===== config.mk =====
export PLATFORM = sky130hd
export DESIGN_NAME = dbg_mem_seq
export DESIGN_NICKNAME = d
export VERILOG_FILES = /design/src/rtl/dms_pkg.sv /design/src/rtl/dms_datapath.sv /design/src/rtl/dms_control.sv /design/src/rtl/dbg_mem_seq.sv
export SDC_FILE = /design/constraint.sdc
export NUM_CORES = 1
export LEC_CHECK = 0
export BUFFER_PORTS_ARGS = -buffer_cell sky130_fd_sc_hd__buf_2
export CORE_MARGIN = 1
export CORE_UTILIZATION = 56
export CTS_CLUSTER_SIZE = 12
export DETAILED_ROUTE_END_ITERATION = 8
export PLACE_DENSITY = 0.94
export SKIP_CTS_REPAIR_TIMING = 1
export SLEW_MARGIN = 20
export SYNTH_ARGS = -nofsm -noshare
export SYNTH_HDL_FRONTEND = slang
export SYNTH_SLANG_ARGS = --single-unit
export TNS_END_PERCENT = 30

===== constraint.sdc =====
create_clock -name clk -period 6.1 [get_ports clk]
set_input_delay 0.915 -clock clk [delete_from_list [all_inputs] [get_ports clk]]
set_output_delay 0.915 -clock clk [all_outputs]
set_load 0.02 [all_outputs]

===== src/rtl/dms_pkg.sv =====
package dms_pkg;
  typedef enum logic [1:0] {
    OP_READ   = 2'd0,
    OP_WRITE  = 2'd1,
    OP_BURST  = 2'd2,
    OP_SAMPLE = 2'd3
  } dmsOp_e;

  typedef enum logic [1:0] {
    WS_CSW_INCR  = 2'd0,
    WS_CSW_FIXED = 2'd1,
    WS_ADDR      = 2'd2,
    WS_WORD      = 2'd3
  } dmsWsel_e;

  // strobes from control to datapath
  typedef struct packed {
    logic     load;
    logic     takeByte;
    logic     advWord;
    logic     advSample;
    logic     clrFirst;
    logic     emit;
    dmsWsel_e wsel;
  } dmsStrobe_t;

  localparam logic [1:0] REG_CFG  = 2'd0;
  localparam logic [1:0] REG_ADDR = 2'd1;
  localparam logic [1:0] REG_DATA = 2'd3;
endpackage


===== src/rtl/dms_datapath.sv =====
module dms_datapath
  import dms_pkg::*;
#(
  parameter int          CNT_W      = 16,
  parameter int          WRAP_BYTES = 4096,
  parameter logic [31:0] CSW_INCR   = 32'h2300_0012,
  parameter logic [31:0] CSW_FIXED  = 32'h2300_0002
) (
  input  logic             clk,
  input  logic             rstN,
  input  dmsStrobe_t       st,
  input  logic             isBurst,
  input  logic [31:0]      reqAddr,
  input  logic [31:0]      reqWdata,
  input  logic [CNT_W-1:0] reqCount,
  input  logic [7:0]       byteData,
  input  logic [31:0]      rspRdata,
  output logic             wordFull,
  output logic             lastOne,
  output logic             atWrap,
  output logic             isFirst,
  output logic [CNT_W-1:0] idx,
  output logic [31:0]      txnWdata,
  output logic             outValid,
  output logic [31:0]      outData
);
  localparam int WRAP_LG = $clog2(WRAP_BYTES);
  localparam int LANES   = 4;

  logic [31:0]      curAddr;
  logic [31:0]      word, wordNext;
  logic [CNT_W-1:0] remain;
  logic [2:0]       byteCnt;

  always_comb begin
    wordNext = word;
    if (st.load) wordNext = reqWdata;
    else if (st.takeByte) begin
      for (int b = 0; b < LANES; b++)
        if (byteCnt[1:0] == b[1:0]) wordNext[b*8 +: 8] = byteData;
    end
  end

  always_ff @(posedge clk) begin
    if (!rstN) begin
      curAddr  <= '0;
      word     <= '0;
      remain   <= '0;
      byteCnt  <= '0;
      idx      <= '0;
      isFirst  <= 1'b0;
      outValid <= 1'b0;
      outData  <= '0;
    end else begin
      word     <= wordNext;
      outValid <= st.emit;
      if (st.emit) outData <= rspRdata;
      if (st.load) begin
        curAddr <= reqAddr;
        remain  <= isBurst ? (reqCount >> 2) : reqCount;
        byteCnt <= '0;
        idx     <= '0;
        isFirst <= 1'b1;
      end else begin
        if (st.takeByte) byteCnt <= byteCnt + 3'd1;
        if (st.advWord) begin
          curAddr <= curAddr + 32'd4;
          byteCnt <= '0;
        end
        if (st.advWord || st.advSample) begin
          remain <= remain - 1'b1;
          idx    <= idx + 1'b1;
        end
        if (st.advWord || st.clrFirst) isFirst <= 1'b0;
      end
    end
  end

  assign wordFull = byteCnt[2];
  assign lastOne  = (remain == {{(CNT_W-1){1'b0}}, 1'b1});
  assign atWrap   = (curAddr[WRAP_LG-1:0] == '0);

  always_comb begin
    unique case (st.wsel)
      WS_CSW_INCR:  txnWdata = CSW_INCR;
      WS_CSW_FIXED: txnWdata = CSW_FIXED;
      WS_ADDR:      txnWdata = curAddr;
      default:      txnWdata = word;
    endcase
  end
endmodule


===== src/rtl/dms_control.sv =====
module dms_control
  import dms_pkg::*;
#(
  parameter int CNT_W = 16
) (
  input  logic             clk,
  input  logic             rstN,
  input  logic             reqValid,
  input  logic [1:0]       reqOp,
  input  logic [1:0]       reqAddrLo,
  input  logic [CNT_W-1:0] reqCount,
  input  logic             byteValid,
  input  logic             txnReady,
  input  logic             rspValid,
  input  logic             rspOk,
  input  logic             wordFull,
  input  logic             lastOne,
  input  logic             atWrap,
  input  logic             isFirst,
  output logic             reqReady,
  output logic             byteReady,
  output logic             txnValid,
  output logic             txnAp,
  output logic             txnRead,
  output logic [1:0]       txnReg,
  output logic             isBurst,
  output logic             doneValid,
  output logic             doneErr,
  output dmsStrobe_t       st
);
  typedef enum logic [2:0] {
    S_IDLE, S_CFG, S_ADDR, S_COLLECT, S_DATA, S_RDBUF, S_FIN
  } state_e;

  state_e state, stateNext;
  dmsOp_e opReg, opNext, reqOpE;
  logic   waitRsp, waitNext, errReg, errNext;
  logic   inTxn, rspDone, reqBad;

  assign reqOpE = dmsOp_e'(reqOp);
  assign reqBad = (reqOpE == OP_BURST &&
                   (reqAddrLo != 2'd0 || reqCount[1:0] != 2'd0 || reqCount == '0)) ||
                  (reqOpE == OP_SAMPLE && reqCount == '0);

  assign inTxn   = (state == S_CFG) || (state == S_ADDR) || (state == S_DATA) || (state == S_RDBUF);
  assign txnValid = inTxn && !waitRsp;
  assign rspDone  = inTxn && waitRsp && rspValid;
  assign reqReady = (state == S_IDLE);
  assign byteReady = (state == S_COLLECT) && !wordFull;
  assign doneValid = (state == S_FIN);
  assign doneErr   = errReg;
  assign isBurst   = (reqOpE == OP_BURST);

  always_comb begin
    st        = '0;
    st.wsel   = WS_ADDR;
    stateNext = state;
    opNext    = opReg;
    waitNext  = waitRsp;
    errNext   = errReg;
    txnAp     = 1'b1;
    txnRead   = 1'b0;
    txnReg    = REG_DATA;

    unique case (state)
      S_CFG:   begin txnReg = REG_CFG;
                 st.wsel = (opReg == OP_SAMPLE) ? WS_CSW_FIXED : WS_CSW_INCR; end
      S_ADDR:  txnReg = REG_ADDR;
      S_DATA:  begin txnRead = (opReg == OP_READ) || (opReg == OP_SAMPLE); st.wsel = WS_WORD; end
      S_RDBUF: begin txnAp = 1'b0; txnRead = 1'b1; end
      default: ;
    endcase

    if (txnValid && txnReady) waitNext = 1'b1;

    if (rspDone) begin
      waitNext = 1'b0;
      if (!rspOk) begin
        errNext   = 1'b1;
        stateNext = S_FIN;
      end else begin
        unique case (state)
          S_CFG:  stateNext = (opReg == OP_SAMPLE) ? S_ADDR : S_COLLECT;
          S_ADDR: stateNext = S_DATA;
          S_RDBUF: begin st.emit = 1'b1; stateNext = S_FIN; end
          default: begin
            unique case (opReg)
              OP_WRITE: stateNext = S_FIN;
              OP_READ:  stateNext = S_RDBUF;
              OP_BURST: begin
                st.advWord = 1'b1;
                stateNext  = lastOne ? S_FIN : S_COLLECT;
              end
              default: begin
                if (isFirst) st.clrFirst = 1'b1;
                else begin
                  st.emit      = 1'b1;
                  st.advSample = 1'b1;
                  if (lastOne) stateNext = S_FIN;
                end
              end
            endcase
          end
        endcase
      end
    end

    unique case (state)
      S_IDLE: if (reqValid) begin
        st.load = 1'b1;
        opNext  = reqOpE;
        errNext = reqBad;
        if (reqBad) stateNext = S_FIN;
        else if (reqOpE == OP_READ || reqOpE == OP_WRITE) stateNext = S_ADDR;
        else stateNext = S_CFG;
      end
      S_COLLECT: begin
        st.takeByte = byteValid && !wordFull;
        if (wordFull) stateNext = (isFirst || atWrap) ? S_ADDR : S_DATA;
      end
      S_FIN: stateNext = S_IDLE;
      default: ;
    endcase
  end

  always_ff @(posedge clk) begin
    if (!rstN) begin
      state   <= S_IDLE;
      opReg   <= OP_READ;
      waitRsp <= 1'b0;
      errReg  <= 1'b0;
    end else begin
      state   <= stateNext;
      opReg   <= opNext;
      waitRsp <= waitNext;
      errReg  <= errNext;
    end
  end
endmodule


===== src/rtl/dbg_mem_seq.sv =====
module dbg_mem_seq
  import dms_pkg::*;
#(
  parameter int          CNT_W      = 16,
  parameter int          WRAP_BYTES = 4096,
  parameter logic [31:0] CSW_INCR   = 32'h2300_0012,
  parameter logic [31:0] CSW_FIXED  = 32'h2300_0002
) (
  input  logic             clk,
  input  logic             rstN,
  input  logic             reqValid,
  output logic             reqReady,
  input  logic [1:0]       reqOp,
  input  logic [31:0]      reqAddr,
  input  logic [31:0]      reqWdata,
  input  logic [CNT_W-1:0] reqCount,
  input  logic             byteValid,
  output logic             byteReady,
  input  logic [7:0]       byteData,
  output logic             txnValid,
  input  logic             txnReady,
  output logic             txnAp,
  output logic             txnRead,
  output logic [1:0]       txnReg,
  output logic [31:0]      txnWdata,
  input  logic             rspValid,
  input  logic             rspOk,
  input  logic [31:0]      rspRdata,
  output logic             outValid,
  output logic [31:0]      outData,
  output logic             doneValid,
  output logic             doneErr,
  output logic [CNT_W-1:0] doneIdx
);
  dmsStrobe_t st;
  logic wordFull, lastOne, atWrap, isFirst, isBurst;

  dms_control #(.CNT_W(CNT_W)) i_ctrl (
    .clk(clk), .rstN(rstN), .reqValid(reqValid), .reqOp(reqOp),
    .reqAddrLo(reqAddr[1:0]), .reqCount(reqCount), .byteValid(byteValid),
    .txnReady(txnReady), .rspValid(rspValid), .rspOk(rspOk),
    .wordFull(wordFull), .lastOne(lastOne), .atWrap(atWrap), .isFirst(isFirst),
    .reqReady(reqReady), .byteReady(byteReady), .txnValid(txnValid),
    .txnAp(txnAp), .txnRead(txnRead), .txnReg(txnReg), .isBurst(isBurst),
    .doneValid(doneValid), .doneErr(doneErr), .st(st)
  );

  dms_datapath #(.CNT_W(CNT_W), .WRAP_BYTES(WRAP_BYTES),
                 .CSW_INCR(CSW_INCR), .CSW_FIXED(CSW_FIXED)) i_dp (
    .clk(clk), .rstN(rstN), .st(st), .isBurst(isBurst), .reqAddr(reqAddr),
    .reqWdata(reqWdata), .reqCount(reqCount), .byteData(byteData),
    .rspRdata(rspRdata), .wordFull(wordFull), .lastOne(lastOne),
    .atWrap(atWrap), .isFirst(isFirst), .idx(doneIdx), .txnWdata(txnWdata),
    .outValid(outValid), .outData(outData)
  );
endmodule


==> flow_metrics.py <==
metrics = {
    "timing": {
        "drv_slew": 0,
        "finClkSkew_ps": 7.705,
        "max_freq_mhz": 268.7,
        "fin_crit_ps": 3722,
        "layout_setup_ws_ps": 2378,
        "hold_violations": 0,
        "fin_tns_setup_ps": 0,
        "worst_pin_slew_ps": 1074,
        "slew_headroom_pct": 28.24,
        "setup_viol": 0,
        "min_period_over_period_pct": 61.01,
        "rsz0062_at_grt": "false",
    },
    "flow_run": {
        "drv_cap": 0,
    },
    "cts": {
        "cts-root-buf": "clkbuf_16",
        "cts_buffers": 17,
        "clk_path_buf_depth": 2,
        "clkTransAtPathRegs_ps": 60,
        "clock-sinks": 140,
        "tritoncts": "built",
        "clock_latency_ps": 430,
        "htreeDepth": 4,
    },
    "synthesis": {
        "syn_avg_cell_area_sq_um": 7.968,
        "synthTopCellsByArea": "dfxtp_1, nand2_1, mux2i_1",
        "netlist_area_sq_um": 7274,
        "synth_top_area_share_pct": 38.53,
        "synth_top_cell_by_area": "dfxtp_1",
        "synth_cell_types": 57,
        "synthCells": 913,
        "synthesis.nets": 1056,
        "synth_edf_count": 0,
        "ys_async_sr_fraction_pct": 0,
        "yosysWarnings": 0,
        "synth_flop_cell": "dfxtp_1",
        "seq_area_frac_synth_pct": 38.53,
        "synth.ff_latch_count": 140,
    },
    "worst_setup_path": {
        "crit_arrival_ps": 2810,
        "worstSetupPathType": "register to primary output",
        "reg2regPathDepth": 7,
        "cp-end-kind": "primary output",
        "startpoint_type": "register",
        "cp.required_ps": 5180,
        "critPathMaxFanout": 24,
    },
    "finish": {
        "nFillCells": 963,
        "diodes": 0,
        "drive_above_1_share_pct": 24.16,
        "post-route-util_pct": 71.02,
        "final_common_cell": "buf_2",
        "mostFrequentLayoutCells": "buf_2, nand2_1, dfxtp_1",
        "num-nets-final": 1236,
        "area_delta_synth_final_pct": 23.20,
    },
    "power": {
        "peakVddDrop_uv": 231.3,
        "pwr_density_cell_nw_per_um2": 283.8,
        "fin_total_pwr_w": 0.002543,
        "p_leak_nw": 3.908,
    },
    "detailed_routing": {
        "drt_wl_total_mm": 22.04,
        "dr.first_iter.drc_count": 894,
        "num_vias": 7651,
        "ant_nets": 0,
        "first_pass_iters": 6,
        "drcViolationCount": 0,
        "vias_per_cell": 5.991,
        "routedWlPerCell_um": 17.26,
    },
    "grt": {
        "met1_usage_pct": 40.90,
        "grt_overflow": 0,
        "antenna_found_initial": 0,
        "grt_busiest_layer": "met2",
        "grt_pass1_vias": 6948,
        "track_usage_pct": 32.86,
        "grt_max_degree": 86,
        "grt_pass1_wl_mm": 34.00,
        "grt_use_met2_pct": 52.94,
        "grtUsageMet3_pct": 9.257,
    },
    "placed_design": {
        "gp_congestion": 0.9315,
        "place_hpwl_mm": 15.62,
        "numPortBuffers": 218,
        "place_ws_ps": 2949,
    },
    "status": {
        "outcome": "finished clean",
    },
    "floorplanning": {
        "rows": 41,
        "io_pins": 219,
        "chipHeight_um": 116.0,
        "die_w_um": 116.0,
        "start_util_pct": 57.64,
        "coreArea_sq_um": 12620,
        "dieArea_sq_um": 13450,
    },
    "worst_hold_path": {
        "min_path_cells": 2,
        "holdCritPathClass": "register to register",
    },
}
## report_power, final
| group | total, W | internal (W) | switching (W) |
|---|---|---|---|
| Clock | 0.000985 | 0.000587 | 0.000399 |
| Combinational | 0.000478 | 0.000187 | 0.000291 |
| Sequential | 0.00108 | 0.000987 | 0.0000931 |
| Total | 0.00254 | 0.00176 | 0.000783 |
## worst max-delay path, cell delays in order, from the launching register on
cell     delay (ps)
dfxtp_1         720
inv_1           180
nand3_1         230
and2_1          770
a21oi_1         250
buf_2           220
## path summary, 6_finish.rpt
path | endpoint | start | slack, ps
worst min register to register | i_dp.outData[31] | i_dp.outData[31] | 450
worst min-delay path | i_dp.outData[31] | i_dp.outData[31] | 450
worst max register to register | i_dp.curAddr[21] | i_ctrl.opReg[0] | 3240
worst max-delay path | txnWdata[29] | i_ctrl.state[1] | 2380
## state kept, by name, indices dropped and copies added, names as in the netlist
| name | cells |
|---|---|
| i_dp.byteCnt | 3 |
| i_dp.outData | 32 |
| i_dp.outValid | 1 |
| i_dp.remain | 16 |
| i_ctrl.doneErr | 1 |
| i_dp.curAddr | 32 |
| i_ctrl.waitRsp | 1 |
| i_ctrl.opReg | 2 |
| i_dp.word | 32 |
| i_dp.idx | 16 |
| i_dp.isFirst | 1 |
| i_ctrl.state | 3 |
## Yosys cell counts (all sizes together), types with 17 or more instances
master / count
inv: 22
a211oi: 44
nor3: 20
dfxtp: 140
o21ai: 42
nand3: 29
nand2: 146
a21oi: 75
nor2: 80
clkbuf: 57
xor2: 26
nand4: 17
a22o: 23
xnor2: 26
mux2i: 39
## routing by layer
metal	wire length (um)	part of all wire, %
met1	8813	40
met2	10220	46
met3	2385	11
met4	619	2.8
met5	0	0
## metrics by stage
stage	hold slack, ps	std cells	cell area (sq um)
6_report	454.4	1277	8962
3_5_place_dp	445.1	1246	8388
4_1_cts	454.9	1277	8950
2_1_floorplan	449.2	913	7274
5_1_grt	467.1	1277	8962
3_3_place_gp	438.4	1246	8388
## kinds of logic after synthesis
logic type,share of synthesized area (%)
AO/OA/AOI/OAI,19.68
XOR/XNOR,6.261
flip-flops,38.53
adder cells (fa/ha/maj),2.408
AND/OR/NAND/NOR,23.20
multiplexers,5.521
buffers and inverters,4.403
## final cells by class
cell class / instances / area, sq um / share of cell area [%]
Multi-Input combinational cell: 690 / 4179 / 46.63
Sequential cell: 140 / 2803 / 31.27
Timing Repair Buffer: 222 / 1121 / 12.51
Clock buffer: 20 / 466.7 / 5.207
Tap cell: 172 / 215.2 / 2.401
Clock inverter: 11 / 95.09 / 1.061
Inverter: 22 / 82.58 / 0.9214
No activity file was read; power rests on OpenSTA's default activity.
